### src/rtl/cmt_pkg.sv
package cmt_pkg;

    localparam int CMT_DATA_W    = 16;
    localparam int CMT_DIV_W     = 6;
    localparam int CMT_FLAG_BIT  = 7;
    localparam int CMT_REQEN_BIT = 4;

    typedef enum logic [1:0] {
        SEL_CTRL  = 2'd0,
        SEL_RUN   = 2'd1,
        SEL_COUNT = 2'd2,
        SEL_CMP   = 2'd3
    } cmt_sel_e;

    // divide ratio chosen by the two clock select bits
    function automatic int cmt_ratio(input logic [1:0] cks);
        case (cks)
            2'd0:    return 4;
            2'd1:    return 8;
            2'd2:    return 16;
            default: return 64;
        endcase
    endfunction

endpackage

### src/rtl/cmt_prescaler.sv
module cmt_prescaler
    import cmt_pkg::*;
#(
    parameter int DIV_W = CMT_DIV_W
) (
    input  logic       clk,
    input  logic       rst_n,
    input  logic       run,
    input  logic [1:0] cks,
    output logic       tick
);

    typedef struct packed {
        logic [DIV_W-1:0] div;
    } pre_state_t;

    pre_state_t       s_d, s_q;
    logic [DIV_W-1:0] last_d;

    always_comb begin
        s_d    = s_q;
        tick   = 1'b0;
        last_d = DIV_W'(cmt_ratio(cks) - 1);
        if (!run) begin
            s_d.div = '0;
        end else if (s_q.div >= last_d) begin
            s_d.div = '0;
            tick    = 1'b1;
        end else begin
            s_d.div = s_q.div + 1'b1;
        end
    end

    always_ff @(posedge clk) begin
        if (!rst_n) s_q <= '0;
        else        s_q <= s_d;
    end

endmodule

### src/rtl/cmt_counter.sv
module cmt_counter
    import cmt_pkg::*;
#(
    parameter int                DATA_W   = CMT_DATA_W,
    parameter logic [DATA_W-1:0] CMP_INIT = '1
) (
    input  logic              clk,
    input  logic              rst_n,
    input  logic              tick,
    input  logic              cnt_wr,
    input  logic              cmp_wr,
    input  logic [DATA_W-1:0] wdata,
    output logic [DATA_W-1:0] cnt,
    output logic [DATA_W-1:0] cmp,
    output logic              match
);

    typedef struct packed {
        logic [DATA_W-1:0] cnt;
        logic [DATA_W-1:0] cmp;
    } ctr_state_t;

    ctr_state_t s_d, s_q;

    always_comb begin
        s_d   = s_q;
        match = tick && (s_q.cnt == s_q.cmp);
        if (cnt_wr) begin
            s_d.cnt = wdata;
        end else if (tick) begin
            s_d.cnt = match ? '0 : s_q.cnt + 1'b1;
        end
        if (cmp_wr) begin
            s_d.cmp = wdata;
        end
    end

    always_ff @(posedge clk) begin
        if (!rst_n) begin
            s_q.cnt <= '0;
            s_q.cmp <= CMP_INIT;
        end else begin
            s_q <= s_d;
        end
    end

    assign cnt = s_q.cnt;
    assign cmp = s_q.cmp;

endmodule

### src/rtl/cmt_ctrl.sv
module cmt_ctrl
    import cmt_pkg::*;
#(
    parameter int DATA_W = CMT_DATA_W
) (
    input  logic              clk,
    input  logic              rst_n,
    input  logic              rd_ctrl,
    input  logic              wr_ctrl,
    input  logic              wr_run,
    input  logic [DATA_W-1:0] wdata,
    input  logic              match,
    input  logic              dma_ack,
    output logic              flag,
    output logic              armed,
    output logic              req_en,
    output logic [1:0]        cks,
    output logic              run,
    output logic              dma_req
);

    typedef struct packed {
        logic       flag;
        logic       armed;
        logic       req_en;
        logic [1:0] cks;
        logic       run;
        logic       dma_req;
    } ctl_state_t;

    ctl_state_t s_d, s_q;
    logic       clr_d;

    always_comb begin
        s_d   = s_q;
        clr_d = wr_ctrl && !wdata[CMT_FLAG_BIT] && s_q.armed;

        // reading the flag as 1 arms the clear
        if (rd_ctrl && s_q.flag) s_d.armed = 1'b1;

        if (wr_ctrl) begin
            s_d.req_en = wdata[CMT_REQEN_BIT];
            s_d.cks    = wdata[1:0];
            s_d.armed  = 1'b0;
        end

        if (wr_run) s_d.run = wdata[0];

        // a match on the same edge outranks the clear
        if (clr_d) s_d.flag = 1'b0;
        if (match) s_d.flag = 1'b1;

        if (dma_ack || (clr_d && !match)) s_d.dma_req = 1'b0;
        if (match && s_q.req_en)          s_d.dma_req = 1'b1;
    end

    always_ff @(posedge clk) begin
        if (!rst_n) s_q <= '0;
        else        s_q <= s_d;
    end

    assign flag    = s_q.flag;
    assign armed   = s_q.armed;
    assign req_en  = s_q.req_en;
    assign cks     = s_q.cks;
    assign run     = s_q.run;
    assign dma_req = s_q.dma_req;

endmodule

### src/rtl/cmt_channel.sv
module cmt_channel
    import cmt_pkg::*;
#(
    parameter int                DATA_W   = CMT_DATA_W,
    parameter int                DIV_W    = CMT_DIV_W,
    parameter logic [DATA_W-1:0] CMP_INIT = '1
) (
    input  logic              clk,
    input  logic              rst_n,
    input  logic [1:0]        reg_sel,
    input  logic              reg_rd,
    input  logic              reg_wr,
    input  logic [DATA_W-1:0] reg_wdata,
    output logic [DATA_W-1:0] reg_rdata,
    input  logic              dma_ack,
    output logic              dma_req,
    output logic              match_flag
);

    logic              tick;
    logic              match_evt;
    logic              armed;
    logic              req_en;
    logic [1:0]        cks;
    logic              run_on;
    logic [DATA_W-1:0] cnt_val;
    logic [DATA_W-1:0] cmp_val;
    logic              rd_ctrl, wr_ctrl, wr_run, wr_cnt, wr_cmp;

    always_comb begin
        rd_ctrl = reg_rd && (reg_sel == SEL_CTRL);
        wr_ctrl = reg_wr && (reg_sel == SEL_CTRL);
        wr_run  = reg_wr && (reg_sel == SEL_RUN);
        wr_cnt  = reg_wr && (reg_sel == SEL_COUNT);
        wr_cmp  = reg_wr && (reg_sel == SEL_CMP);
    end

    cmt_prescaler #(.DIV_W(DIV_W)) u_pre (
        .clk  (clk),
        .rst_n(rst_n),
        .run  (run_on),
        .cks  (cks),
        .tick (tick)
    );

    cmt_counter #(.DATA_W(DATA_W), .CMP_INIT(CMP_INIT)) u_ctr (
        .clk   (clk),
        .rst_n (rst_n),
        .tick  (tick),
        .cnt_wr(wr_cnt),
        .cmp_wr(wr_cmp),
        .wdata (reg_wdata),
        .cnt   (cnt_val),
        .cmp   (cmp_val),
        .match (match_evt)
    );

    cmt_ctrl #(.DATA_W(DATA_W)) u_ctl (
        .clk    (clk),
        .rst_n  (rst_n),
        .rd_ctrl(rd_ctrl),
        .wr_ctrl(wr_ctrl),
        .wr_run (wr_run),
        .wdata  (reg_wdata),
        .match  (match_evt),
        .dma_ack(dma_ack),
        .flag   (match_flag),
        .armed  (armed),
        .req_en (req_en),
        .cks    (cks),
        .run    (run_on),
        .dma_req(dma_req)
    );

    always_comb begin
        reg_rdata = '0;
        case (reg_sel)
            SEL_CTRL: begin
                reg_rdata[CMT_FLAG_BIT]  = match_flag;
                reg_rdata[CMT_REQEN_BIT] = req_en;
                reg_rdata[1:0]           = cks;
            end
            SEL_RUN:   reg_rdata[0] = run_on;
            SEL_COUNT: reg_rdata = cnt_val;
            default:   reg_rdata = cmp_val;
        endcase
    end

endmodule

### config.mk
export PLATFORM = sky130hd
export DESIGN_NAME = cmt_channel
export DESIGN_NICKNAME = d
export VERILOG_FILES = /design/src/rtl/cmt_pkg.sv /design/src/rtl/cmt_prescaler.sv /design/src/rtl/cmt_counter.sv /design/src/rtl/cmt_ctrl.sv /design/src/rtl/cmt_channel.sv
export SDC_FILE = /design/constraint.sdc
export NUM_CORES = 1
export LEC_CHECK = 0
export CORE_MARGIN = 3
export CORE_UTILIZATION = 53
export CTS_CLUSTER_DIAMETER = 80
export CTS_CLUSTER_SIZE = 14
export DETAILED_ROUTE_END_ITERATION = 7
export PLACE_DENSITY_LB_ADDON = 0.3
export RECOVER_POWER = 100
export SYNTH_ARGS = -nofsm -noshare
export SYNTH_HDL_FRONTEND = slang
export SYNTH_HIERARCHICAL = 1
export SYNTH_SLANG_ARGS = --single-unit
### constraint.sdc
create_clock -name clk -period 2.69 [get_ports clk]
set_input_delay 0.807 -clock clk [delete_from_list [all_inputs] [get_ports clk]]
set_output_delay 0.807 -clock clk [all_outputs]
set_load 0.1 [all_outputs]
* After elaboration in Yosys (flattened, before gate mapping)
Index checks and enable logic that the tools add are counted.
** Storage, ports and cells
- Register bits :: 45
** Cells by class
- $lt $le $gt $ge :: 1
- Add/sub/neg operators :: 3
- Equality and inequality tests :: 6
- Multiplexer cells :: 17
- Bitwise gates (word level) :: 2
- Reductions and logical operators :: 22
** Operators with widths (number)
- 16-bit two-way mux :: 3
- 16-bit by 1-bit adder with 16-bit output (second input constant) :: 1
- 16-bit equality test :: 1
- 8-bit one-hot mux with 2 select lines :: 1
- 5-bit one-hot mux with 3 select lines :: 1
- 1-bit one-hot mux with 3 select lines :: 4
- 1-bit logical AND :: 11
- 2-bit one-hot mux with 2 select lines :: 2
- 6-bit by 1-bit adder with 6-bit output (second input constant) :: 1
- 2-bit equality test (second input constant) :: 3
- 6-bit greater-or-equal comparator :: 1
- 1-bit two-way mux :: 6
- 2-bit nonzero test :: 3
- 6-bit by 1-bit subtractor with 6-bit output (second input constant) :: 1
- 2-bit by 1-bit equality test with 1-bit output (second input constant) :: 2
- 2-bit logical NOT :: 2
- 2-bit OR reduction :: 2
- 3-bit OR reduction :: 1
- 1-bit logical NOT :: 2
- 1-bit NOT :: 2
- 1-bit logical OR :: 1

* Logic depth before layout (Yosys ltp)
Gate-level depths: netlist of run 1.
- Word-level depth :: 12
- Mapped depth :: 10
- Depth with buffers taken out :: 9

* Hierarchy
Netlist of run 1, hierarchy kept.
** By module, submodules not included
- cmt_counter :: area an instance 1687.9 µm², times used 1, cells an instance 189, sequential area each 640.6 µm²
- cmt_channel :: area an instance 372.9 µm², times used 1, cells an instance 46, sequential area each 0.0 µm²
- cmt_prescaler :: area an instance 332.8 µm², times used 1, cells an instance 36, sequential area each 120.1 µm²
- cmt_ctrl :: area an instance 275.3 µm², times used 1, cells an instance 24, sequential area each 140.1 µm²

* Worst setup path before layout of run 1
No wires, ideal clock.
- Path type :: input -> output
- From :: in reg_sel[0]
- To :: out reg_rdata[1]
- Setup slack :: -1.437 ns
- Arrival time :: 3.320 ns
- Path buffers :: 3
- Required time :: 1.883 ns
- Cell stages on the path :: 4
- Cells stage by stage :: buf_6 buf_6 buf_6 o21ai_0
** Between the ends
- Cells in the longest elaborated chain, start to end :: 2
** RTL lines
- start: declaration :: RTL line cmt_channel.sv:10 : input logic [1:0] reg_sel,
- 2-bit equality test, or another cell as far along :: RTL line cmt_channel.sv:77 : case (reg_sel)
- 1-bit one-hot mux with 3 select lines (*) :: RTL line cmt_channel.sv:77
- end: declaration :: RTL line cmt_channel.sv:14 : output logic [DATA_W-1:0] reg_rdata,
Every way passes the cells marked *; elsewhere a longest branch is shown, timed or not.

* Worst setup path after layout of run 1
- From :: in reg_sel[0]
- To :: out reg_rdata[5]
** Between the ends
- Cells in the longest elaborated chain, start to end :: 3
** RTL lines (RTL line)
- 2-bit by 1-bit equality test with 1-bit output / 2-bit logical NOT (equally long branches) :: cmt_channel.sv:77
- 2-bit OR reduction (no line)
- 2-bit one-hot mux with 2 select lines (*) :: cmt_channel.sv:77
Marked as above.

==> results.md, run 1 <==
* Hold Buf Count CTS at 0
* Dpl cells at 395
* Non-Filler Instances at 406
* Share of cells above drive strength 1 at 18.9%
* Routing usage on met2 at 38.9%
* HP Class: reg2reg
* Vias in the first global route at ~2300
* WL/cell at 16.4 um
* Htree depth at 2
* Routing usage on met3 at 5.40%
* # IOs at 41
* Busiest grt layer: met2
* Mapped Nets at 324
* Most common cell after layout, fill and taps aside: dfxtp_1
* Final Hold Vio Count at 0
* Critical path's top delay family: buffers and inverters
* Global route overflow at 0
* Design Power at 0.00149 W
* Clk sinks at 45
* Vias post-DR at 2334
* Placeable Area at 4790 um^2
* Adder-cell area share of the yosys netlist at 2.81%
* Max transition margin at 22.6%
* Worst path arrival time at between 1500 and 2000 ps
* Maximum root-to-sink buffer count at 2
* Area contributors post-synth: dfxtp_1 34%, mux2i_1 13%, xor2_1 6.6%
* Post-synthesis mux area share at 14.0%
* Synth Area in XOR/XNOR at 10.8%
* First-pass GRT wire length at 11100 um
* Worst VDD drop at 0.000285 V
* ANT nets after route at 0
* Mapped Cells at between 200 and 300
* Initial antenna violation count at 0
* FF-to-FF setup slack at ~230 ps
* RSZ-0062 raised after global routing: false
* Measured slew at the worst slew-check pin at 1170 ps
* Crit. End Element: output port
* # rows at 25
* Post-synth ARST share at 0%
* Final setup TNS at 0 ps
* Root Buffer: clkbuf_8
* Syn_area_per_cell at ~9.0 um^2
* Compound-gate portion of the synthesized area at 11.2%
* Leak at roughly 1.2 nW
* WP data required at roughly 1900 ps
* Power per cell area at 442 nW/um^2
* Total routed wirelength at 6650 um
* Max Fclk at 381 MHz
* Register area share after synthesis at 33.8%
* Chip height at 77.0 um
* Placed cell area at 3350 um^2
* Pin count of the biggest net entering global routing at 33
* Final setup viols at 0
* Yosys reg bits at 45
* Core Util, Final at 70.5%
* Worst setup SP type: input port
* CP Cell Sequence: clkdlybuf4s15_2 > buf_6 > mux2i_1 > nor2b_4 > buf_12
* Die area at 5920 um^2
* Max-cap violations at 0
* Placer Congestion at 0.781
* Largest family of logic cells by synthesized area: simple AND/OR/NAND/NOR gates
* Starting Density at between 50% and 60%
* Final min period at 2630 ps
* Buf/Inv on CP at 3
* CP max FO at 9
* Post-DP HPWL at 4520 um
* Post-route DRC at 0
* Clock latency on the worst-skew pair at 300 ps
* Ys Warns at 6
* WS Path Type: in2out
* Clk slew on worst S/H paths at approximately 80 ps
* CP max stage delay at 320 ps
* Vias/cell at 5.75
* Nets at 367
* Status: complete, no violations
* Cell taking the most area after synthesis: dfxtp_1
* 1st-pass router iterations at 5
* Synthesized area at 2670 um^2
* Fin area at ~3400 um^2
* P&R area growth vs syn at 26.3%
* Synth Area in Simple Gates at 22.2%
* Antenna diode count at 0
* Die width at a little under 80 um
* Grt met1 use at 29.3%
* CTS tree: done
* Slew Viols, Final at 0
* Initial DRC count at approximately 140
* Ys flop type: dfxtp_1
* TritonCTS buffer count at 5
* Leading cell types in the layout, fill and taps excluded: 45 x dfxtp_1, 32 x mux2i_1, 27 x nand2_1
* Slowest-stage cell, CP: mux2i_1
* Fin crit share at 97.7%
* EDFF count, synth at 0
* Netlist cell types at 37
* GRT Total Usage at a little under a quarter
* Port Buffers at 40
* Final Skew at 4.72 ps
* Share of Yosys cell area claimed by the top area cell type at approximately a third
==> per-stage QoR <==
step	hold slack (ps)	setup WS [ps]
after floorplan	430	-154
after global placement	442	-291
after detailed placement	466	-310
after CTS	485	73.8
after global routing	503	29.7
final	479	62.5
==> layout make-up <==
cell class,count,area [um^2]
timing repair buffer,57,609
clock inverter,2,10.0
multi-input combinational,224,1680
fill,365,1410
sequential,45,901
tap,67,83.8
inverter,5,18.8
clock buffer,6,72.6
==> logic make-up after synthesis <==
family,Yosys count
flops,45
buf+inv,26
compound gates,46
mux,36
fa+ha+maj,6
simple gates,103
xor+xnor,33
==> sequential cells by signal (all words and copies together), names as in the netlist <==
| signal | flops |
|---|---|
| u_ctr/cnt | 16 |
| u_ctl/dma_req | 1 |
| u_ctl/cks | 2 |
| u_pre/s_q | 6 |
| u_ctl/armed | 1 |
| u_ctl/flag | 1 |
| u_ctl/req_en | 1 |
| u_ctr/cmp | 16 |
| u_ctl/run | 1 |
==> metal layers <==
metal / vias to the layer above / routed length, um
met1: 1118 / 2980
met2: 82 / 3170
li1: 1125 / -
met5: - / 0
met4: 0 / 105
met3: 9 / 395
==> Yosys cell counts, types with 2 or more instances <==
cell and count:
mux2i_1 35, nor2b_1 16, nand3_1 12, xnor2_1 13, nor2_1 10, a21oi_1 17
buf_2 3, o22ai_1 15, buf_6 5, clkbuf_1 13, and4_1 2, dfxtp_1 45
ha_1 6, nor3_1 2, xor2_1 20, o21ai_0 8, nand2_1 27, inv_1 5
nor4_1 2, nor3b_1 17, nor3b_2 2, nand4_1 5
==> power breakdown <==
group	internal, W	total [W]	switching [W]
sequential	0.000684	0.000710	0.0000256
combinational	0.000150	0.000377	0.000227
clock	0.000180	0.000404	0.000224
total	0.00101	0.00149	0.000477
==> what timing repair did <==
| action | 4_1_cts | 5_1_grt |
|---|---|---|
| setup endpoints to repair | 16 | 10 |
| gates cloned | 1 | 0 |
| pin swaps | 0 | 1 |
| buffers inserted | 1 | 1 |
| resized for setup | 13 | 0 |
==> path summary, 6_finish.rpt <==
path	startpoint	to	depth (start not counted)
worst max register to register	u_ctl/cks[1]$_SDFFE_PN0P_	u_ctr/cnt[11]$_SDFFE_PN0P_	11
worst min register to register	u_pre/s_q[0]$_SDFF_PP0_	u_pre/s_q[0]$_SDFF_PP0_	1
worst min-delay path	u_pre/s_q[0]$_SDFF_PP0_	u_pre/s_q[0]$_SDFF_PP0_	1
worst max-delay path	reg_sel[0]	reg_rdata[5]	5
Note: power is estimated with default switching activity, not from simulation.
==> run 2: changes to the inputs <==
--- a/config.mk
+++ b/config.mk
@@ -6,7 +6,7 @@
 export NUM_CORES = 1
 export LEC_CHECK = 0
 export CORE_MARGIN = 3
-export CORE_UTILIZATION = 53
+export CORE_UTILIZATION = 49
 export CTS_CLUSTER_DIAMETER = 80
 export CTS_CLUSTER_SIZE = 14
 export DETAILED_ROUTE_END_ITERATION = 7
==> constraint.sdc (replaced) <==
create_clock -name clk -period 2.1 [get_ports clk]
set_input_delay 0.63 -clock clk [delete_from_list [all_inputs] [get_ports clk]]
set_output_delay 0.63 -clock clk [all_outputs]
set_load 0.1 [all_outputs]
==> results.md, run 2 (synthesis gave the netlist of run 1 again) <==
* Status: finished, violations left
* Failing checks: setup timing
* HP Class: reg2reg
* Initial antenna violation count at 0 (unchanged)
* Starting Density at 51.6% (-4.2 points)
* Final Hold Vio Count at 0 (unchanged)
* Antenna diode count at 0 (unchanged)
* Max Fclk at 460 MHz
* Dpl cells at 432 (+9.4%)
* Final Skew at 12.6 ps (+7.86 ps)
* Maximum root-to-sink buffer count at 2 (unchanged)
* CTS tree: done
* Sw frac at 30.5% (-1.4 points)
* Placeable Area at 5170 um^2 (+8.1%)
* CP max FO at 5 (-4)
* Clock latency on the worst-skew pair at 300 ps (about the same)
* Vias post-DR at 2619 (+12%)
* Measured slew at the worst slew-check pin at 536 ps (-630 ps)
* Fin crit share at 104%
* CP Cell Sequence: nand2_4 > ha_1 > o211ai_1 > o21ai_1 > and2_4 > buf_12 > nor3b_4 > buf_6 > o41ai_4 > buf_4 > o22ai_2
* Root Buffer: clkbuf_8
* Switching power at 0.000666 W (+40%)
* CP max stage delay at 400 ps (+80 ps)
* Worst path arrival time at 2400 ps (+580 ps)
* TritonCTS buffer count at 5 (unchanged)
* Design internal power at 0.00151 W (+49%)
* Final WS setup at -74.2 ps (-137 ps)
* Logic pwr share at 26.7% (+1.4 points)
* Register area at 910 um^2 (+0.97%)
* Clk slew on worst S/H paths at 90 ps (about the same)
* Initial DRC count at 157 (+11%)
* Chip height at 79.8 um (+3.7%)
* Leak at 1.53 nW (+26%)
* Post-DP HPWL at 5160 um (+14%)
* Pin count of the biggest net entering global routing at 33 (unchanged)
* Total routed wirelength at 8110 um (+22%)
* Max transition margin at 64.3% (+42 points)
* Global route overflow at 0 (unchanged)
* WS Path Type: reg2reg
* # IOs at 41 (unchanged)
* Vias in the first global route at 2627 (+14%)
* P&R area growth vs syn at 51.6%
* Slew Viols, Final at 0 (unchanged)
* Core Util, Final at 78.2% (+7.8 points)
* Htree depth at 2 (unchanged)
* Share of cells above drive strength 1 at 36.2% (+17 points)
* Port Buffers at 40 (unchanged)
* Buf/Inv on CP at 3 (unchanged)
* Worst VDD drop at 0.000349 V (+23%)
* RSZ-0062 raised after global routing: true
* Layout filler cell count at 317 (-13%)
* Clock share of power at 32.0% (+4.9 points)
* Final setup TNS at -530 ps (-530 ps)
* Max-cap violations at 0 (unchanged)
* WP data required at 2320 ps (+440 ps)
* WL/cell at 18.1 um (+11%)
* Die width at 79.8 um (+3.7%)
* GRT Total Usage at 25.4% (+2.2 points)
* Crit. End Element: flop
* First-pass GRT wire length at 12700 um (+14%)
* Vias/cell at 5.85 (+1.7%)
* Nets at 406 (+11%)
* Top Registers: u_ctr/cmp: 16 flops, u_ctr/cnt: 16 flops, u_pre/s_q: 6 flops
* Critical path's top delay family: simple AND/OR/NAND/NOR gates
* Power per cell area at 539 nW/um^2 (+22%)
* Worst setup SP type: flop
* Final min period at 2170 ps
* ANT nets after route at 0 (unchanged)
* Placer Congestion at 0.824 (+5.5%)
* Sequential power share at 41.3% (-6.3 points)
* Leading cell types in the layout, fill and taps excluded: 42 x buf_4, 42 x dfxtp_1, 25 x nand2_1
* Final setup viols at 17 (+17)
* Area of the multi-input gates at 1950 um^2 (+16%)
* Slowest-stage cell, CP: dfxtp_4
* Post-route DRC at 0 (unchanged)
* Non-Filler Instances at 448 (+10%)
* Die area at 6370 um^2 (+7.5%)
* Clk sinks at 45 (unchanged)
* # rows at 26 (+4.0%)
* 1st-pass router iterations at 4 (-1)
## run 2: cell types whose count changed in the layout (fill, tap and decap cells not counted), moves of 3 or more
cell      change
buf_4        +31
mux2i_1      -12
mux2i_2       +8
nor2b_4       +8
nor2b_2       -7
buf_8         +5
mux2i_4       +4
o22ai_1       -4
o22ai_2       +4
clkbuf_2      +3
dfxtp_1       -3
o21ai_0       -3
o21ai_4       +3
## run 2: what timing repair did
action	CTS	global route
hold buffers	0	0
cloned	1	0
pin swaps	4	5
setup buffers	8	1
gates resized for setup	46	19
endpoints found under the setup margin	32	22
## run 2: power by group through the flow
| stage | Clock [W] | Combinational, W | Sequential, W |
|---|---|---|---|
| CTS | 0.000697 | 0.000585 | 0.000900 |
| floorplan | 0 | 0.000349 | 0.000918 |
| global placement | 0 | 0.000549 | 0.000916 |
| finish | 0.000697 | 0.000582 | 0.000901 |
| global route | 0.000748 | 0.000608 | 0.000904 |
| detailed placement | 0 | 0.000556 | 0.000917 |
## run 2: per-layer routing
metal	global-route usage, %	wire, um	vias to the layer above
li1	-	-	1205
met3	5.19	550	44
met2	44.9	4000	130
met5	0	0	-
met1	29.6	3150	1240
met4	10.5	406	0
## run 2: metrics by stage
| step | instance area (um^2) | worst slack (ps) | hold WS, ps | total power, W |
|---|---|---|---|---|
| 2_1_floorplan | 2840 | -95.8 | 430 | 0.00127 |
| 3_3_place_gp | 3710 | -548 | 481 | 0.00147 |
| 3_5_place_dp | 3710 | -529 | 501 | 0.00147 |
| 4_1_cts | 4030 | 5.06 | 524 | 0.00218 |
| 5_1_grt | 4050 | -142 | 541 | 0.00226 |
| 6_report | 4050 | -74.2 | 514 | 0.00218 |
## run 2: path summary, 6_finish.rpt
kind	start	slack, ps	endpoint	cells after the start
max	u_ctl/cks[0]$_SDFFE_PN0P_	-70	u_ctr/cnt[1]$_SDFFE_PN0P_	11
min	u_ctl/dma_req$_SDFFE_PN0P_	510	u_ctl/dma_req$_SDFFE_PN0P_	2
max reg2reg	u_ctl/cks[0]$_SDFFE_PN0P_	-70	u_ctr/cnt[1]$_SDFFE_PN0P_	11
min reg2reg	u_ctl/dma_req$_SDFFE_PN0P_	510	u_ctl/dma_req$_SDFFE_PN0P_	2
## run 2: area by class of cell
cell class	instances	area share, %
repair buffers	96	23.9
inverters	5	0.464
flip-flops and latches	45	22.5
clock buffers	7	2.13
well taps	70	2.16
clock inverters	1	0.742
multi-input cells	224	48.1
## run 2: tightest hold or removal path, delay by kind of cell (launching register included)
| kind | cells | cell delay, ps |
|---|---|---|
| compound gates | 1 | 50 |
| flops | 1 | 320 |
| simple gates | 1 | 110 |
